File: config.mk
export PLATFORM = sky130hd
export DESIGN_NAME = cpmb_mailbox
export DESIGN_NICKNAME = d
export VERILOG_FILES = /design/src/rtl/cpmb_pkg.sv /design/src/rtl/cpmb_port_decode.sv /design/src/rtl/cpmb_mbox_slot.sv /design/src/rtl/cpmb_map_ctrl.sv /design/src/rtl/cpmb_mailbox.sv
export SDC_FILE = /design/constraint.sdc
export NUM_CORES = 1
export LEC_CHECK = 0
export ABC_CLOCK_PERIOD_IN_PS = 1200
export CAP_MARGIN = 20
export CORE_MARGIN = 2
export CORE_UTILIZATION = 60
export CTS_CLUSTER_SIZE = 25
export DETAILED_ROUTE_END_ITERATION = 8
export DONT_BUFFER_PORTS = 1
export GPL_TIMING_DRIVEN = 0
export PLACE_DENSITY = 0.84
export SETUP_SLACK_MARGIN = 0.05
export SLEW_MARGIN = 15
export SYNTH_ARGS = -nofsm -noshare
export SYNTH_HDL_FRONTEND = slang
export SYNTH_SLANG_ARGS = --single-unit
File: constraint.sdc
create_clock -name clk -period 1.2 [get_ports clk]
set_clock_uncertainty 0.15 [all_clocks]
set_input_delay 0.12 -clock clk [delete_from_list [all_inputs] [get_ports clk]]
set_output_delay 0.12 -clock clk [all_outputs]
set_load 0.005 [all_outputs]
File: src/rtl/cpmb_pkg.sv
package cpmb_pkg;
  localparam int GRP_W = 3;
  localparam logic [GRP_W-1:0] GRP_OUT    = 3'd0;
  localparam logic [GRP_W-1:0] GRP_IN     = 3'd1;
  localparam logic [GRP_W-1:0] GRP_STAT   = 3'd2;
  localparam logic [GRP_W-1:0] GRP_SHADOW = 3'd3;
  localparam logic [GRP_W-1:0] GRP_BANK   = 3'd6;

  // port group = top three address bits
  function automatic logic [GRP_W-1:0] port_group(input logic [7:0] addr);
    return addr[7:5];
  endfunction

  // bank number lives in data bits 3:1
  function automatic logic [2:0] bank_field(input logic [7:0] d);
    return d[3:1];
  endfunction

  function automatic logic common_field(input logic [7:0] d);
    return d[6];
  endfunction

  // status byte: coprocessor-side flag in bit 7, host-side flag in bit 0
  function automatic logic [7:0] status_byte(input logic z_pend, input logic h_pend);
    return {z_pend, 6'b000000, h_pend};
  endfunction
endpackage

File: src/rtl/cpmb_port_decode.sv
module cpmb_port_decode
  import cpmb_pkg::*;
#(
  parameter int ADDR_W = 8
) (
  input  logic              io_en,
  input  logic              wr,
  input  logic [ADDR_W-1:0] addr,
  output logic              wr_out,
  output logic              rd_out,
  output logic              rd_in,
  output logic              rd_stat,
  output logic              wr_shadow,
  output logic              wr_bank,
  output logic              rd_hit
);
  logic [GRP_W-1:0] grp;
  assign grp = port_group(addr[ADDR_W-1 -: 8]);

  always_comb begin
    wr_out    = io_en &&  wr && (grp == GRP_OUT);
    rd_out    = io_en && !wr && (grp == GRP_OUT);
    rd_in     = io_en && !wr && (grp == GRP_IN);
    rd_stat   = io_en && !wr && (grp == GRP_STAT);
    wr_shadow = io_en &&  wr && (grp == GRP_SHADOW);
    wr_bank   = io_en &&  wr && (grp == GRP_BANK);
    rd_hit    = rd_out || rd_in || rd_stat;
  end
endmodule

File: src/rtl/cpmb_mbox_slot.sv
module cpmb_mbox_slot #(
  parameter int DATA_W = 8
) (
  input  logic              clk,
  input  logic              rst_n,
  input  logic              load,
  input  logic [DATA_W-1:0] ld_data,
  input  logic              drain,
  output logic [DATA_W-1:0] data,
  output logic              pend
);
  always_ff @(posedge clk) begin
    if (!rst_n) begin
      data <= '0;
      pend <= 1'b0;
    end else begin
      if (load) data <= ld_data;
      if (load)       pend <= 1'b1;
      else if (drain) pend <= 1'b0;
    end
  end


  load_sets_chk: assert property (@(posedge clk) disable iff (!rst_n)
    load |=> (pend && data == $past(ld_data)));

  drain_clr_chk: assert property (@(posedge clk) disable iff (!rst_n)
    (drain && !load) |=> !pend);

  set_wins_chk: assert property (@(posedge clk) disable iff (!rst_n)
    (drain && load) |=> pend);
endmodule

File: src/rtl/cpmb_map_ctrl.sv
module cpmb_map_ctrl
  import cpmb_pkg::*;
#(
  parameter int DATA_W = 8
) (
  input  logic              clk,
  input  logic              rst_n,
  input  logic              wr_shadow,
  input  logic              wr_bank,
  input  logic [DATA_W-1:0] wdata,
  output logic              shadow,
  output logic [2:0]        bank,
  output logic              common
);
  always_ff @(posedge clk) begin
    if (!rst_n) begin
      shadow <= 1'b1;
      bank   <= '0;
      common <= 1'b0;
    end else begin
      if (wr_shadow) shadow <= wdata[0];
      if (wr_bank) begin
        bank   <= bank_field(wdata[7:0]);
        common <= common_field(wdata[7:0]);
      end
    end
  end


  shadow_ld_chk: assert property (@(posedge clk) disable iff (!rst_n)
    wr_shadow |=> (shadow == $past(wdata[0])));

  map_hold_chk: assert property (@(posedge clk) disable iff (!rst_n)
    (!wr_shadow && !wr_bank) |=> ($stable(shadow) && $stable(bank) && $stable(common)));
endmodule

File: src/rtl/cpmb_mailbox.sv
module cpmb_mailbox
  import cpmb_pkg::*;
#(
  parameter int DATA_W = 8,
  parameter int ADDR_W = 8
) (
  input  logic              clk,
  input  logic              rst_n,
  input  logic              z_io_en,
  input  logic              z_wr,
  input  logic [ADDR_W-1:0] z_addr,
  input  logic [DATA_W-1:0] z_wdata,
  output logic [DATA_W-1:0] z_rdata,
  input  logic              host_wr_in,
  input  logic [DATA_W-1:0] host_wdata,
  input  logic              host_rd_out,
  output logic [DATA_W-1:0] host_rdata,
  input  logic              host_clr_tohost,
  input  logic              host_clr_toz,
  output logic              to_host_pend,
  output logic              to_z_pend,
  output logic              map_shadow,
  output logic [2:0]        map_bank,
  output logic              map_common
);
  logic dec_wr_out, dec_rd_out, dec_rd_in, dec_rd_stat;
  logic dec_wr_shadow, dec_wr_bank, dec_rd_hit;
  logic [DATA_W-1:0] in_data;
  logic host_drain, z_drain;

  cpmb_port_decode #(.ADDR_W(ADDR_W)) dec_i (
    .io_en(z_io_en), .wr(z_wr), .addr(z_addr),
    .wr_out(dec_wr_out), .rd_out(dec_rd_out), .rd_in(dec_rd_in),
    .rd_stat(dec_rd_stat), .wr_shadow(dec_wr_shadow), .wr_bank(dec_wr_bank),
    .rd_hit(dec_rd_hit)
  );

  assign host_drain = host_rd_out || host_clr_tohost;
  assign z_drain    = dec_rd_in || host_clr_toz;

  cpmb_mbox_slot #(.DATA_W(DATA_W)) out_slot_i (
    .clk(clk), .rst_n(rst_n), .load(dec_wr_out), .ld_data(z_wdata),
    .drain(host_drain), .data(host_rdata), .pend(to_host_pend)
  );

  cpmb_mbox_slot #(.DATA_W(DATA_W)) in_slot_i (
    .clk(clk), .rst_n(rst_n), .load(host_wr_in), .ld_data(host_wdata),
    .drain(z_drain), .data(in_data), .pend(to_z_pend)
  );

  cpmb_map_ctrl #(.DATA_W(DATA_W)) map_i (
    .clk(clk), .rst_n(rst_n), .wr_shadow(dec_wr_shadow), .wr_bank(dec_wr_bank),
    .wdata(z_wdata), .shadow(map_shadow), .bank(map_bank), .common(map_common)
  );

  always_comb begin
    z_rdata = '0;
    if (dec_rd_out)  z_rdata = host_rdata;
    if (dec_rd_in)   z_rdata = in_data;
    if (dec_rd_stat) z_rdata = DATA_W'(status_byte(to_z_pend, to_host_pend));
  end


  undec_rd_zero_chk: assert property (@(posedge clk) disable iff (!rst_n)
    (!dec_rd_hit) |-> (z_rdata == '0));

  stat_rsv_chk: assert property (@(posedge clk) disable iff (!rst_n)
    dec_rd_stat |-> (z_rdata[6:1] == 6'd0));

  in_rd_clr_chk: assert property (@(posedge clk) disable iff (!rst_n)
    (dec_rd_in && !host_wr_in) |=> !to_z_pend);
endmodule

=== Word-level counts from Yosys, hierarchy flattened ===
Index checks and enable logic that the tools add are counted.

* Register bits: 23
* Output and inout bits: 23
* Logic and storage cells: 32

* Eq/ne operators: 4
* Muxes and demuxes: 7
* Reductions and logical operators: 14

{| class="wikitable"
|+ Operator list
! operator !! count
|-
| two-way mux 8 bit || 3
|-
| logical AND 1 bit || 8
|-
| equality test 3 x 2 -> 1 bit, second input constant || 2
|-
| two-way mux 1 bit || 4
|-
| nonzero test 2 bit || 2
|-
| equality test 3 x 1 -> 1 bit, second input constant || 1
|-
| equality test 3 bit, second input constant || 1
|-
| logical NOT 3 bit || 1
|-
| logical OR 1 bit || 2
|-
| logical NOT 1 bit || 1
|}

=== Longest topological paths before layout ===
* Depth in word-level cells: 6
* Mapped depth: 4
* Mapped depth without buffers: 3

=== Cells and area by module ===
Synthesis repeated with hierarchy kept, for this count alone.

* Cell total of the unflattened synthesis: 114
* Area total of the unflattened synthesis: 1143.6 um^2

{| class="wikitable"
|+ Modules (own cells, without submodules)
! module !! instances !! cells an instance !! area an instance (um^2)
|-
| cpmb_mbox_slot || 2 || 28 || 335.3
|-
| cpmb_mailbox || 1 || 31 || 206.4
|-
| cpmb_map_ctrl || 1 || 16 || 190.2
|-
| cpmb_port_decode || 1 || 11 || 76.3
|}

=== Worst setup path after synthesis ===
Ideal clock, no wire load.

* Path type: in2reg
* Start: input port z_addr[7]
* End: register in_slot_i.pend
* Library setup time: 119 ps
* Arrival time: 871 ps
* Setup slack: 61 ps
* Stages on the path: 4
* Buffers on the path: 1
* Path through: nand2b_4 -> or3_1 -> buf_2 -> o221a_1

* Longest elaborated chain between the ends: 4

{| class="wikitable"
|+ RTL lines
! what !! RTL line !! source
|-
| start: declaration || cpmb_mailbox.sv:11 || <nowiki>input logic [ADDR_W-1:0] z_addr,</nowiki>
|-
| equality test 3 x 1 -> 1 bit || cpmb_port_decode.sv:23 || <nowiki>rd_in = io_en && !wr && (grp == GRP_IN);</nowiki>
|-
| logical AND 1 bit || cpmb_port_decode.sv:23 ||
|-
| logical OR 1 bit || cpmb_mailbox.sv:39 || <nowiki>assign z_drain = dec_rd_in || host_clr_toz;</nowiki>
|-
| nonzero test 2 bit (no source line) || -- ||
|-
| end signal: assignment || cpmb_mbox_slot.sv:15 || <nowiki>pend <= 1'b0;</nowiki>
|-
| end signal: assignment || cpmb_mbox_slot.sv:18 || <nowiki>if (load) pend <= 1'b1;</nowiki>
|-
| end signal: assignment || cpmb_mbox_slot.sv:19 || <nowiki>else if (drain) pend <= 1'b0;</nowiki>
|-
| end: declaration || cpmb_mbox_slot.sv:10 || <nowiki>output logic pend</nowiki>
|}

Every way passes these cells.
A chain may end at the register's enable or synchronous reset.

=== Worst setup path after layout ===
* Start: register out_slot_i.data[0]
* End: output port z_rdata[0]

* Longest elaborated chain between the ends: 3

{| class="wikitable"
|+ RTL lines
! what !! RTL line !! source
|-
| start: declaration || cpmb_mbox_slot.sv:9 || <nowiki>output logic [DATA_W-1:0] data,</nowiki>
|-
| start signal: assignment || cpmb_mbox_slot.sv:17 || <nowiki>if (load) data <= ld_data;</nowiki>
|-
| two-way mux 8 bit || cpmb_mailbox.sv:58 || <nowiki>if (dec_rd_out) z_rdata = host_rdata;</nowiki>
|-
| two-way mux 8 bit || cpmb_mailbox.sv:59 || <nowiki>if (dec_rd_in) z_rdata = in_data;</nowiki>
|-
| two-way mux 8 bit || cpmb_mailbox.sv:60 || <nowiki>if (dec_rd_stat) z_rdata = DATA_W'(status_byte(to_z_pend, to_host_pend));</nowiki>
|-
| end: declaration || cpmb_mailbox.sv:13 || <nowiki>output logic [DATA_W-1:0] z_rdata,</nowiki>
|}

Every way passes these cells.

==> run metrics <==
max-cap viol count=0; vias in the first global route=818; Net Count, Synth=143; WL per Instance=16.6 um; post-synthesis instance total=111; detailed-route DRC error count=0; commonest non-fill, non-tap cells in the layout=27 x mux2i_1, 22 x dlygate4sd3_1, 21 x nand2_1; slowest stage cell, crit path=dfxtp_2; Fmax=749 MHz; area of the mapped netlist=1060 um2; status=complete, but fails checks; Cells after DPL=128; WS Path Type=reg2out; crit path DAT=1.07 ns; area grow syn2layout=29.3%; setup tns final=-0.266 ns; Critical Path Source Type=register; CP Data Required Time=0.93 ns; routability cong.=0.749; final cell count without fillers=154; Congestion Overflow GR=0; Setup WS post-layout=-0.135 ns; largest net degree at the start of global routing=14; Filler cells=100; Critical path buffers and inverters=0; Placement Setup Slack=0.000992 ns; CTS root buf=clkbuf_4; syn_area_per_cell=9.54 um2; Lkg Pwr=0.000552 uW; Worst Setup End Kind=output port; port bufs=0; DIE AREA=2120 um2; Final Slew Violations=0; share of post-route cells with drive strength above 1=0.161; failing checks=setup timing; CTS Buf Count=3; initial antenna violation count=0; Die X=46 um; Net count, final=170; Ys Warns=0; first-pass GRT wire length=3.68 mm; clock latency on the worst-skew pair=0.30 ns; area occupied by registers=475 um2; max_slew headroom=0.729; Core Util, Final=0.810; critical path depth=3; Via Count=880; hold-critical path depth=2; HPWL Detailed=1.68 mm; final setup vio count=2; Via density=5.71; clk sinks=23; I/O pin total=55; maximum clock path buffer count=2; DRT Pass-1 Iters=4; commonest non-fill, non-tap cell in the layout=mux2i_1; worst-path maximum fanout=3; Hold Fails Final Rpt=0; slowest stage delay, CP=0.37 ns; worst vdd ir=696 uV; HP Class=in2reg; Std-Cell Rows=15; Die H=46 um; multi-input logic area=584 um2; Cell Pwr Density=987 nW/um2; Starting Density=0.627; H-tree levels=1; Overall Power=1350 uW; R2R depth=2; CTS tree=done; Post-Route WL=2.55 mm; RSZ-0062 raised after global routing=yes; fin crit share=1.11; DRT antenna net count=0; synth unique cells=22; ant diodes=0; clk slew on worst S/H paths=0.13 ns; initial DRC count=6; core area=1690 um2; Total GRT Usage=0.247; sequential share of the synthesized area=0.435; post-layout min period=1.34 ns; Worst Max-Slew Pin Slew=0.407 ns; CP Cell Sequence=mux2i_1 -> a2bb2oi_2 -> nor3_2; post-synthesis sequential element count=23; CP top delay family=flip-flops
## timing repair
item | CTS | global route
gates resized for setup | 11 | 5
endpoints found under the setup margin | 8 | 9
buffers inserted | 0 | 0
pin swaps | 0 | 0
hold buffers | 22 | 0
endpoints found under the hold margin | 23 | 0
cloned | 0 | 0
## per-layer routing
layer / track usage / share of wire / up-vias / routed length, um
met1: 0.293 / 0.44 / 419 / 1120
met4: 0.0857 / 0.022 / 0 / 56
met5: 0 / 0 / - / 0
met3: 0.0556 / 0.042 / 6 / 107
li1: - / - / 427 / -
met2: 0.431 / 0.50 / 28 / 1270
## report_power, final
part	total, uW	internal (uW)	leakage, uW	switching [uW]
registers	802	785	0.000192	17.8
clock network	361	124	0.0000177	236
logic	187	109	0.000343	78.2
## cells in the mapped netlist
master	count	share of area
a2bb2oi_1	2	0.017
and2b_1	1	0.0071
buf_2	2	0.0095
buf_4	2	0.014
clkbuf_1	3	0.011
dfxtp_1	23	0.43
inv_1	1	0.0035
mux2i_1	28	0.26
nand2_1	21	0.074
nand2b_1	1	0.0059
nand2b_4	1	0.013
nand3b_1	1	0.0071
nand4_1	1	0.0059
nor2_1	6	0.021
nor2b_1	9	0.053
nor3_1	3	0.014
nor3b_1	1	0.0071
o21a_1	1	0.0071
o21ai_0	1	0.0047
o221a_1	1	0.011
o311ai_0	1	0.0083
or3_1	1	0.0059
## state kept, by name, indices dropped and copies added, names as in the netlist
name / cells
in_slot_i.data: 8
in_slot_i.pend: 1
map_i.bank: 3
map_i.common: 1
map_i.shadow: 1
out_slot_i.data: 8
out_slot_i.pend: 1
## final timing paths
kind                                                 startpoint                              end  slack (ns)
worst max-delay path            out_slot_i.data[0]$_SDFFE_PN0P_                       z_rdata[0]       -0.14
worst min-delay path                                  z_addr[7]       map_i.bank[1]$_SDFFE_PN0P_        0.01
worst max register to register      in_slot_i.pend$_SDFFE_PN0P_      in_slot_i.pend$_SDFFE_PN0P_        0.20
worst min register to register  out_slot_i.data[5]$_SDFFE_PN0P_  out_slot_i.data[5]$_SDFFE_PN0P_        0.34
## stage by stage
step	cell area [um2]	hold slack [ns]
CTS	1350	0.00624
global route	1370	0.0220
finish	1370	0.0120
global placement	1080	0.115
detailed placement	1080	0.126
floorplan	1060	0.112
## kinds of logic (layout without fill, tap and decap cells)
| family | Yosys count | in the layout | share of synthesized area |
|---|---|---|---|
| muxes | 28 | 28 | 0.265 |
| and+or+nand+nor | 46 | 46 | 0.215 |
| DFF | 23 | 23 | 0.435 |
| buffers and inverters | 8 | 34 | 0.0378 |
| AOI/OAI and AO/OA | 6 | 6 | 0.0473 |
## final cells by class
type	instances	area share
multi-input cells	80	0.427
flip-flops and latches	23	0.347
repair buffers	22	0.161
plain buffers	7	0.0265
clock buffers	3	0.0165
well taps	17	0.0155
clock inverters	1	0.00366
inverters	1	0.00274
No activity file was read; power rests on OpenSTA's default activity.
